## src/rtl/dir_pkg.sv

```systemverilog
package dir_pkg;
   typedef enum logic [1:0] {
      BLK_UNC = 2'd0,
      BLK_SHR = 2'd1,
      BLK_EXC = 2'd2
   } blk_st_t;

   typedef enum logic [1:0] {
      MK_INV      = 2'd0,
      MK_FETCH    = 2'd1,
      MK_FETCHINV = 2'd2,
      MK_DATA     = 2'd3
   } msg_kind_t;

   typedef enum logic [2:0] {
      S_IDLE  = 3'd0,
      S_INV   = 3'd1,
      S_FETCH = 3'd2,
      S_WAIT  = 3'd3,
      S_REPLY = 3'd4
   } fsm_t;
endpackage

```

## src/rtl/dir_pick.sv

```systemverilog
module dir_pick #(
   parameter int N = 4,
   localparam int W = (N > 1) ? $clog2(N) : 1
) (
   input  logic [N-1:0] vec,
   output logic [W-1:0] idx,
   output logic         any
);
   if (N < 2) begin : g_bad_n
      $error("dir_pick: N must be at least 2");
   end

   always_comb begin
      idx = '0;
      any = |vec;
      for (int i = N - 1; i >= 0; i--) begin
         if (vec[i]) idx = W'(i);
      end
   end
endmodule

```

## src/rtl/dir_table.sv

```systemverilog
module dir_table
   import dir_pkg::*;
#(
   parameter int NPROC = 4,
   parameter int NBLK  = 8,
   parameter int DW    = 16,
   localparam int AW   = $clog2(NBLK)
) (
   input  logic             clk,
   input  logic             rst_n,
   input  logic [AW-1:0]    addr,
   output blk_st_t          rd_st,
   output logic [NPROC-1:0] rd_shr,
   output logic [DW-1:0]    rd_data,
   input  logic             wr_en,
   input  blk_st_t          wr_st,
   input  logic [NPROC-1:0] wr_shr,
   input  logic             mw_en,
   input  logic [DW-1:0]    mw_data
);
   if (NBLK < 2 || (1 << AW) != NBLK) begin : g_bad_blk
      $error("dir_table: NBLK must be a power of two, at least 2");
   end

   blk_st_t          st_q  [NBLK];
   logic [NPROC-1:0] shr_q [NBLK];
   logic [DW-1:0]    mem_q [NBLK];

   assign rd_st   = st_q[addr];
   assign rd_shr  = shr_q[addr];
   assign rd_data = mem_q[addr];

   always_ff @(posedge clk) begin
      if (!rst_n) begin
         for (int b = 0; b < NBLK; b++) begin
            st_q[b]  <= BLK_UNC;
            shr_q[b] <= '0;
            mem_q[b] <= '0;
         end
      end else begin
         if (wr_en) begin
            st_q[addr]  <= wr_st;
            shr_q[addr] <= wr_shr;
         end
         if (mw_en) mem_q[addr] <= mw_data;
      end
   end

   // presence vector agrees with the state being written
   assert_exc_one_owner_R12: assert property (@(posedge clk) disable iff (!rst_n)
      (wr_en && wr_st == BLK_EXC) |-> ($countones(wr_shr) == 1));
   assert_unc_empty_R12: assert property (@(posedge clk) disable iff (!rst_n)
      (wr_en && wr_st == BLK_UNC) |-> (wr_shr == '0));
endmodule

```

## src/rtl/dir_home.sv

```systemverilog
module dir_home
   import dir_pkg::*;
#(
   parameter int NPROC = 4,
   parameter int NBLK  = 8,
   parameter int DW    = 16,
   localparam int PW   = $clog2(NPROC),
   localparam int AW   = $clog2(NBLK)
) (
   input  logic          clk,
   input  logic          rst_n,
   input  logic          req_valid,
   output logic          req_ready,
   input  logic          req_write,
   input  logic [PW-1:0] req_pid,
   input  logic [AW-1:0] req_addr,
   input  logic          wb_valid,
   output logic          wb_ready,
   input  logic [PW-1:0] wb_pid,
   input  logic [AW-1:0] wb_addr,
   input  logic [DW-1:0] wb_data,
   output logic          msg_valid,
   input  logic          msg_ready,
   output logic [1:0]    msg_kind,
   output logic [PW-1:0] msg_pid,
   output logic [AW-1:0] msg_addr,
   output logic [DW-1:0] msg_data
);
   if (NPROC < 2 || (1 << PW) != NPROC) begin : g_bad_proc
      $error("dir_home: NPROC must be a power of two, at least 2");
   end
   if (DW < 1) begin : g_bad_dw
      $error("dir_home: DW must be positive");
   end

   fsm_t             fsm;
   logic [PW-1:0]    cur_pid;
   logic [AW-1:0]    cur_addr;
   logic             cur_wr;
   logic [NPROC-1:0] pend;

   logic [AW-1:0]    t_addr;
   blk_st_t          t_st;
   logic [NPROC-1:0] t_shr;
   logic [DW-1:0]    t_data;
   logic             tw_en, mw_en;
   blk_st_t          tw_st;
   logic [NPROC-1:0] tw_shr;
   logic [DW-1:0]    mw_data;

   logic [NPROC-1:0] pick_in;
   logic [PW-1:0]    pick_idx;
   logic             pick_any;
   logic [NPROC-1:0] req_oh, cur_oh, pick_oh;
   logic             idle, wb_take, req_take;

   assign idle     = (fsm == S_IDLE);
   assign req_oh   = NPROC'(1) << req_pid;
   assign cur_oh   = NPROC'(1) << cur_pid;
   assign pick_oh  = NPROC'(1) << pick_idx;
   assign t_addr   = idle ? (wb_valid ? wb_addr : req_addr) : cur_addr;
   assign pick_in  = (fsm == S_INV) ? pend : t_shr;

   assign req_ready = idle && !wb_valid;
   assign wb_ready  = idle || (fsm == S_WAIT && wb_addr == cur_addr);
   assign wb_take   = wb_valid && wb_ready;
   assign req_take  = req_valid && req_ready;

   dir_table #(.NPROC(NPROC), .NBLK(NBLK), .DW(DW)) u_table (
      .clk     (clk),
      .rst_n   (rst_n),
      .addr    (t_addr),
      .rd_st   (t_st),
      .rd_shr  (t_shr),
      .rd_data (t_data),
      .wr_en   (tw_en),
      .wr_st   (tw_st),
      .wr_shr  (tw_shr),
      .mw_en   (mw_en),
      .mw_data (mw_data)
   );

   dir_pick #(.N(NPROC)) u_pick (
      .vec (pick_in),
      .idx (pick_idx),
      .any (pick_any)
   );

   // outgoing message
   always_comb begin
      msg_valid = 1'b0;
      msg_kind  = MK_INV;
      msg_pid   = pick_idx;
      msg_addr  = cur_addr;
      msg_data  = '0;
      case (fsm)
         S_INV:   begin msg_valid = 1'b1; msg_kind = MK_INV; end
         S_FETCH: begin
            msg_valid = 1'b1;
            msg_kind  = cur_wr ? MK_FETCHINV : MK_FETCH;
         end
         S_REPLY: begin
            msg_valid = 1'b1;
            msg_kind  = MK_DATA;
            msg_pid   = cur_pid;
            msg_data  = t_data;
         end
         default: ;
      endcase
   end

   // directory table update
   always_comb begin
      tw_en   = 1'b0;
      tw_st   = t_st;
      tw_shr  = t_shr;
      mw_en   = 1'b0;
      mw_data = wb_data;
      if (idle && wb_valid) begin
         if (t_st == BLK_EXC && t_shr[wb_pid]) begin
            tw_en  = 1'b1;
            tw_st  = BLK_UNC;
            tw_shr = '0;
            mw_en  = 1'b1;
         end
      end else if (req_take) begin
         case (t_st)
            BLK_UNC: begin
               tw_en  = 1'b1;
               tw_st  = req_write ? BLK_EXC : BLK_SHR;
               tw_shr = req_oh;
            end
            BLK_SHR: begin
               tw_en  = 1'b1;
               tw_st  = req_write ? BLK_EXC : BLK_SHR;
               tw_shr = req_write ? req_oh : (t_shr | req_oh);
            end
            default: ;
         endcase
      end else if (fsm == S_WAIT && wb_take) begin
         tw_en  = 1'b1;
         tw_st  = cur_wr ? BLK_EXC : BLK_SHR;
         tw_shr = cur_wr ? cur_oh : (t_shr | cur_oh);
         mw_en  = 1'b1;
      end
   end

   // control sequence
   always_ff @(posedge clk) begin
      if (!rst_n) begin
         fsm      <= S_IDLE;
         cur_pid  <= '0;
         cur_addr <= '0;
         cur_wr   <= 1'b0;
         pend     <= '0;
      end else begin
         case (fsm)
            S_IDLE: if (req_take) begin
               cur_pid  <= req_pid;
               cur_addr <= req_addr;
               cur_wr   <= req_write;
               case (t_st)
                  BLK_SHR: begin
                     pend <= t_shr & ~req_oh;
                     fsm  <= (req_write && |(t_shr & ~req_oh)) ? S_INV : S_REPLY;
                  end
                  BLK_EXC: fsm <= S_FETCH;
                  default: fsm <= S_REPLY;
               endcase
            end
            S_INV: if (msg_ready) begin
               pend <= pend & ~pick_oh;
               if ((pend & ~pick_oh) == '0) fsm <= S_REPLY;
            end
            S_FETCH: if (msg_ready) fsm <= S_WAIT;
            S_WAIT:  if (wb_take) fsm <= S_REPLY;
            S_REPLY: if (msg_ready) fsm <= S_IDLE;
            default: fsm <= S_IDLE;
         endcase
      end
   end

   // a second request is never taken right after one is accepted
   assert_one_at_a_time_R10: assert property (@(posedge clk) disable iff (!rst_n)
      req_take |=> !req_ready);
   // a stalled message does not change
   assert_msg_hold_R11: assert property (@(posedge clk) disable iff (!rst_n)
      (msg_valid && !msg_ready) |=> (msg_valid && $stable(msg_kind) &&
                                     $stable(msg_pid) && $stable(msg_data)));
   // invalidations skip the requester
   assert_inv_not_requester_R5: assert property (@(posedge clk) disable iff (!rst_n)
      (msg_valid && msg_kind == MK_INV) |-> (msg_pid != cur_pid));
   // successive invalidations go in ascending processor order
   assert_inv_ascending_R5: assert property (@(posedge clk) disable iff (!rst_n)
      (msg_valid && msg_ready && msg_kind == MK_INV) |=>
         (!(msg_valid && msg_kind == MK_INV) || (msg_pid > $past(msg_pid))));
   // a write-back answering a fetch leads straight to the reply
   assert_wb_then_reply_R6: assert property (@(posedge clk) disable iff (!rst_n)
      (fsm == S_WAIT && wb_take) |=> (msg_valid && msg_kind == MK_DATA));
   // invalidation state always has a target
   assert_inv_has_target_R5: assert property (@(posedge clk) disable iff (!rst_n)
      (fsm == S_INV) |-> pick_any);
endmodule

```

## config.mk

```make
export PLATFORM = sky130hd
export DESIGN_NAME = dir_home
export DESIGN_NICKNAME = d
export VERILOG_FILES = /design/src/rtl/dir_pkg.sv /design/src/rtl/dir_pick.sv /design/src/rtl/dir_table.sv /design/src/rtl/dir_home.sv
export SDC_FILE = /design/constraint.sdc
export NUM_CORES = 1
export LEC_CHECK = 0
export ABC_AREA = 0
export BUFFER_PORTS_ARGS = -buffer_cell sky130_fd_sc_hd__buf_2
export CORE_UTILIZATION = 55
export DETAILED_ROUTE_END_ITERATION = 6
export PLACE_DENSITY = 0.73
export SKIP_LAST_GASP = 1
export SLEW_MARGIN = 30
export SYNTH_ARGS = -nofsm -noshare
export SYNTH_HDL_FRONTEND = slang
export SYNTH_SLANG_ARGS = --single-unit
```

## constraint.sdc

```tcl
create_clock -name clk -period 13.1 [get_ports clk]
set_clock_uncertainty 0.15 [all_clocks]
set_input_delay 3.93 -clock clk [delete_from_list [all_inputs] [get_ports clk]]
set_output_delay 3.93 -clock clk [all_outputs]
set_load 0.1 [all_outputs]
```

==> results.md <==
- Global Route Usage Sum: 0.299
- Setup Buffers After CTS: 0
- Max-Cap Viols: 0
- GP Congestion: 0.906
- Syn Nets: 919
- Die area: 18100 um2
- Die height: 134 um
- Syn Inst Count: 883
- Tmin final: 11330 ps
- Unrepaired setup endpoints after global routing: false
- Dominant synthesized flop cell: edfxtp_1
- CTS Buffer Depth: 2
- Synth unique cells: 67
- Fin nets: 952
- Post-synthesis simple-gate area fraction: 0.221
- Pre-CTS WS: 1720 ps
- Gates resized, CTS repair: 0
- Synth warn: 0
- ANT cells: 0
- Final Cycle Share: 0.865
- Vias per Instance: 6.38
- Peak supply drop: 0.000241 V
- Global-route wire length before repair: 39300 um
- Synthesized area: 9640 um2
- XOR/XNOR Fraction of Synth Area: 0.00363
- CTS Buf Count: 17
- Ys async rst share: 0
- Critical path startpoint category: input pin
- CTS tree: built
- Rel. slew slack: 0.368
- Synth Area in Compound Gates: 0.143
- Power per standard cell area: 232 nW/um2
- CP max FO: 25
- Post-DP Area: 10100 um2
- Post-DP HPWL: 17000 um
- Largest family of logic cells by synthesized area: simple AND/OR/NAND/NOR gates
- Adder-cell share of the synthesized area: 0.00519
- Initial core utilization: 0.559
- Setup violators final: 0
- P_leak: 4.01 nW
- Area of the multi-input gates: 3850 um2
- Kind of critical path: input pin to output pin
- DR vias: 7363
- Synth Register Bits: 189
- Worst setup EP type: output pin
- Layout filler cell count: 1420
- FP Rows: 48
- H-tree levels: 4
- Area Growth Syn to Fin: 10.8%
- Chip width: 134 um
- Initial DRC count: 755
- Fin. Hold Viols: 0
- Number of global-route vias before repair: 6945
- Achievable frequency: 0.0882 GHz
- Setup Total Neg Slack: 0 ps
- Ports: 58
- Grt ovf: 0
- Port Buf Inserts: 57
- Clk sinks: 189
- CTS clk-pin slew, worst paths: 80 ps
- Core area: 17200 um2
- Share of cells above drive strength 1: 0.145
- Cts hold-fix bufs: 0
- Status: complete, no violations
- Arr. time, crit path: 7250 ps
- Register area share after synthesis: 0.575
- Avg Cell Area, Syn: 10.9 um2
- Hold Crit Class: register to register
- Max-slew violation count: 0
- Worst slew pin tran: 924 ps
- Root buf cell: clkbuf_16
- Largest net degree at the start of global routing: 29
- Post-route ant nets: 0
- # DRC: 0
- EDFF count, synth: 176
- Required time worst endpoint: 9020 ps
- Drt pass-1 iters: 5
- Antenna violations before repair: 0
- Sequential cell area: 5550 um2
- Worst-Skew Late Latency: 440 ps
- Setup WS post-layout: 1770 ps
- Post-route cell area: 10700 um2
- WL final: 26200 um
- Avg WL per Cell: 22.7 um
- Mux share of post-synthesis cell area: 0.0239
## layer usage
layer | wire length [um] | share of wire | global-route usage | vias to the layer above
li1 | - | - | - | 3338
met1 | 10800 | 0.41 | 0.388 | 3601
met2 | 12800 | 0.49 | 0.492 | 357
met3 | 1660 | 0.063 | 0.0454 | 67
met4 | 929 | 0.035 | 0.147 | 0
met5 | 0 | 0 | 0 | -
## cells in the mapped netlist, types with 11 or more instances
cell type  count  share of area
edfxtp_1     176           0.55
and2_1       129          0.084
nor2_1        96          0.037
nand2_1       82          0.032
o21ai_0       43          0.022
clkbuf_1      38          0.015
a21oi_1       37          0.019
nand3_1       26          0.013
nor3_1        22          0.011
o22ai_1       18          0.012
mux2i_1       14          0.015
dfxtp_1       13          0.027
nand2b_1      11         0.0071
## state kept, by name, summed over array words and instances, names as in the netlist
name and flops:
cur_pid 2, u_table.mem_q 128, fsm 3, u_table.st_q 16, cur_wr 1, u_table.shr_q 32
pend 4, msg_addr 3
## kinds of logic after synthesis
kind of cell,Yosys count
XOR/XNOR,4
buffers and inverters,63
AND/OR/NAND/NOR,410
AO/OA/AOI/OAI,194
multiplexers,19
adder cells (fa/ha/maj),4
flip-flops,189
## cells in the final DEF (no fill, tap or decap), types with 10 or more instances in the layout
cell       instances
nand3_1           26
and2_1           129
edfxtp_1         176
o21ai_0           42
clkbuf_16         17
o22ai_1           18
buf_4             11
buf_2             57
nor3_1            22
a31oi_1           10
nand2_1           82
nor2_1            96
a21oi_1           37
mux2i_1           14
a221oi_1          10
dfxtp_1           13
## area by class of cell
cell class,count,share of cell area
Tap cell,225,0.0264
Multi-Input combinational cell,631,0.361
Inverter,9,0.00316
Sequential cell,189,0.519
Clock inverter,15,0.0164
Clock buffer,17,0.0398
Timing Repair Buffer,68,0.0344
## through the flow
| step | utilization | hold slack, ps | cells | power (mW) |
|---|---|---|---|---|
| 2_1_floorplan | - | 322 | 883 | 1.63 |
| 3_3_place_gp | 0.584 | 349 | 1122 | 1.93 |
| 3_5_place_dp | 0.584 | 354 | 1122 | 1.94 |
| 4_1_cts | 0.619 | 364 | 1154 | 2.46 |
| 5_1_grt | 0.620 | 392 | 1154 | 2.57 |
| 6_report | 0.620 | 363 | 1154 | 2.48 |
## power by group
group	internal, mW	switching [mW]	leakage (nW)
combinational	0.289	0.917	1.80
clock	0.274	0.256	0.288
sequential	0.711	0.0315	1.92
total	1.27	1.21	4.01
## worst max-delay path, cell delays in order
cell and delay (ps):
buf_2 220, mux2i_1 100, buf_4 190, o21ai_4 630, a221oi_1 250, a2111oi_1 780
nor2_1 190, o311ai_0 360, o21a_1 170, buf_2 420
## final timing paths
path | slack [ps] | depth (start not counted) | start | to
min | 360 | 2 | pend[3]$_SDFFE_PN0P_ | pend[3]$_SDFFE_PN0P_
max | 1770 | 10 | wb_valid | msg_pid[1]
max reg2reg | 7070 | 10 | fsm[2]$_SDFFE_PN0P_ | u_table.mem_q[4][5]$_SDFFCE_PN0P_
min reg2reg | 360 | 2 | pend[3]$_SDFFE_PN0P_ | pend[3]$_SDFFE_PN0P_
Power figures use the tool's default switching activity.
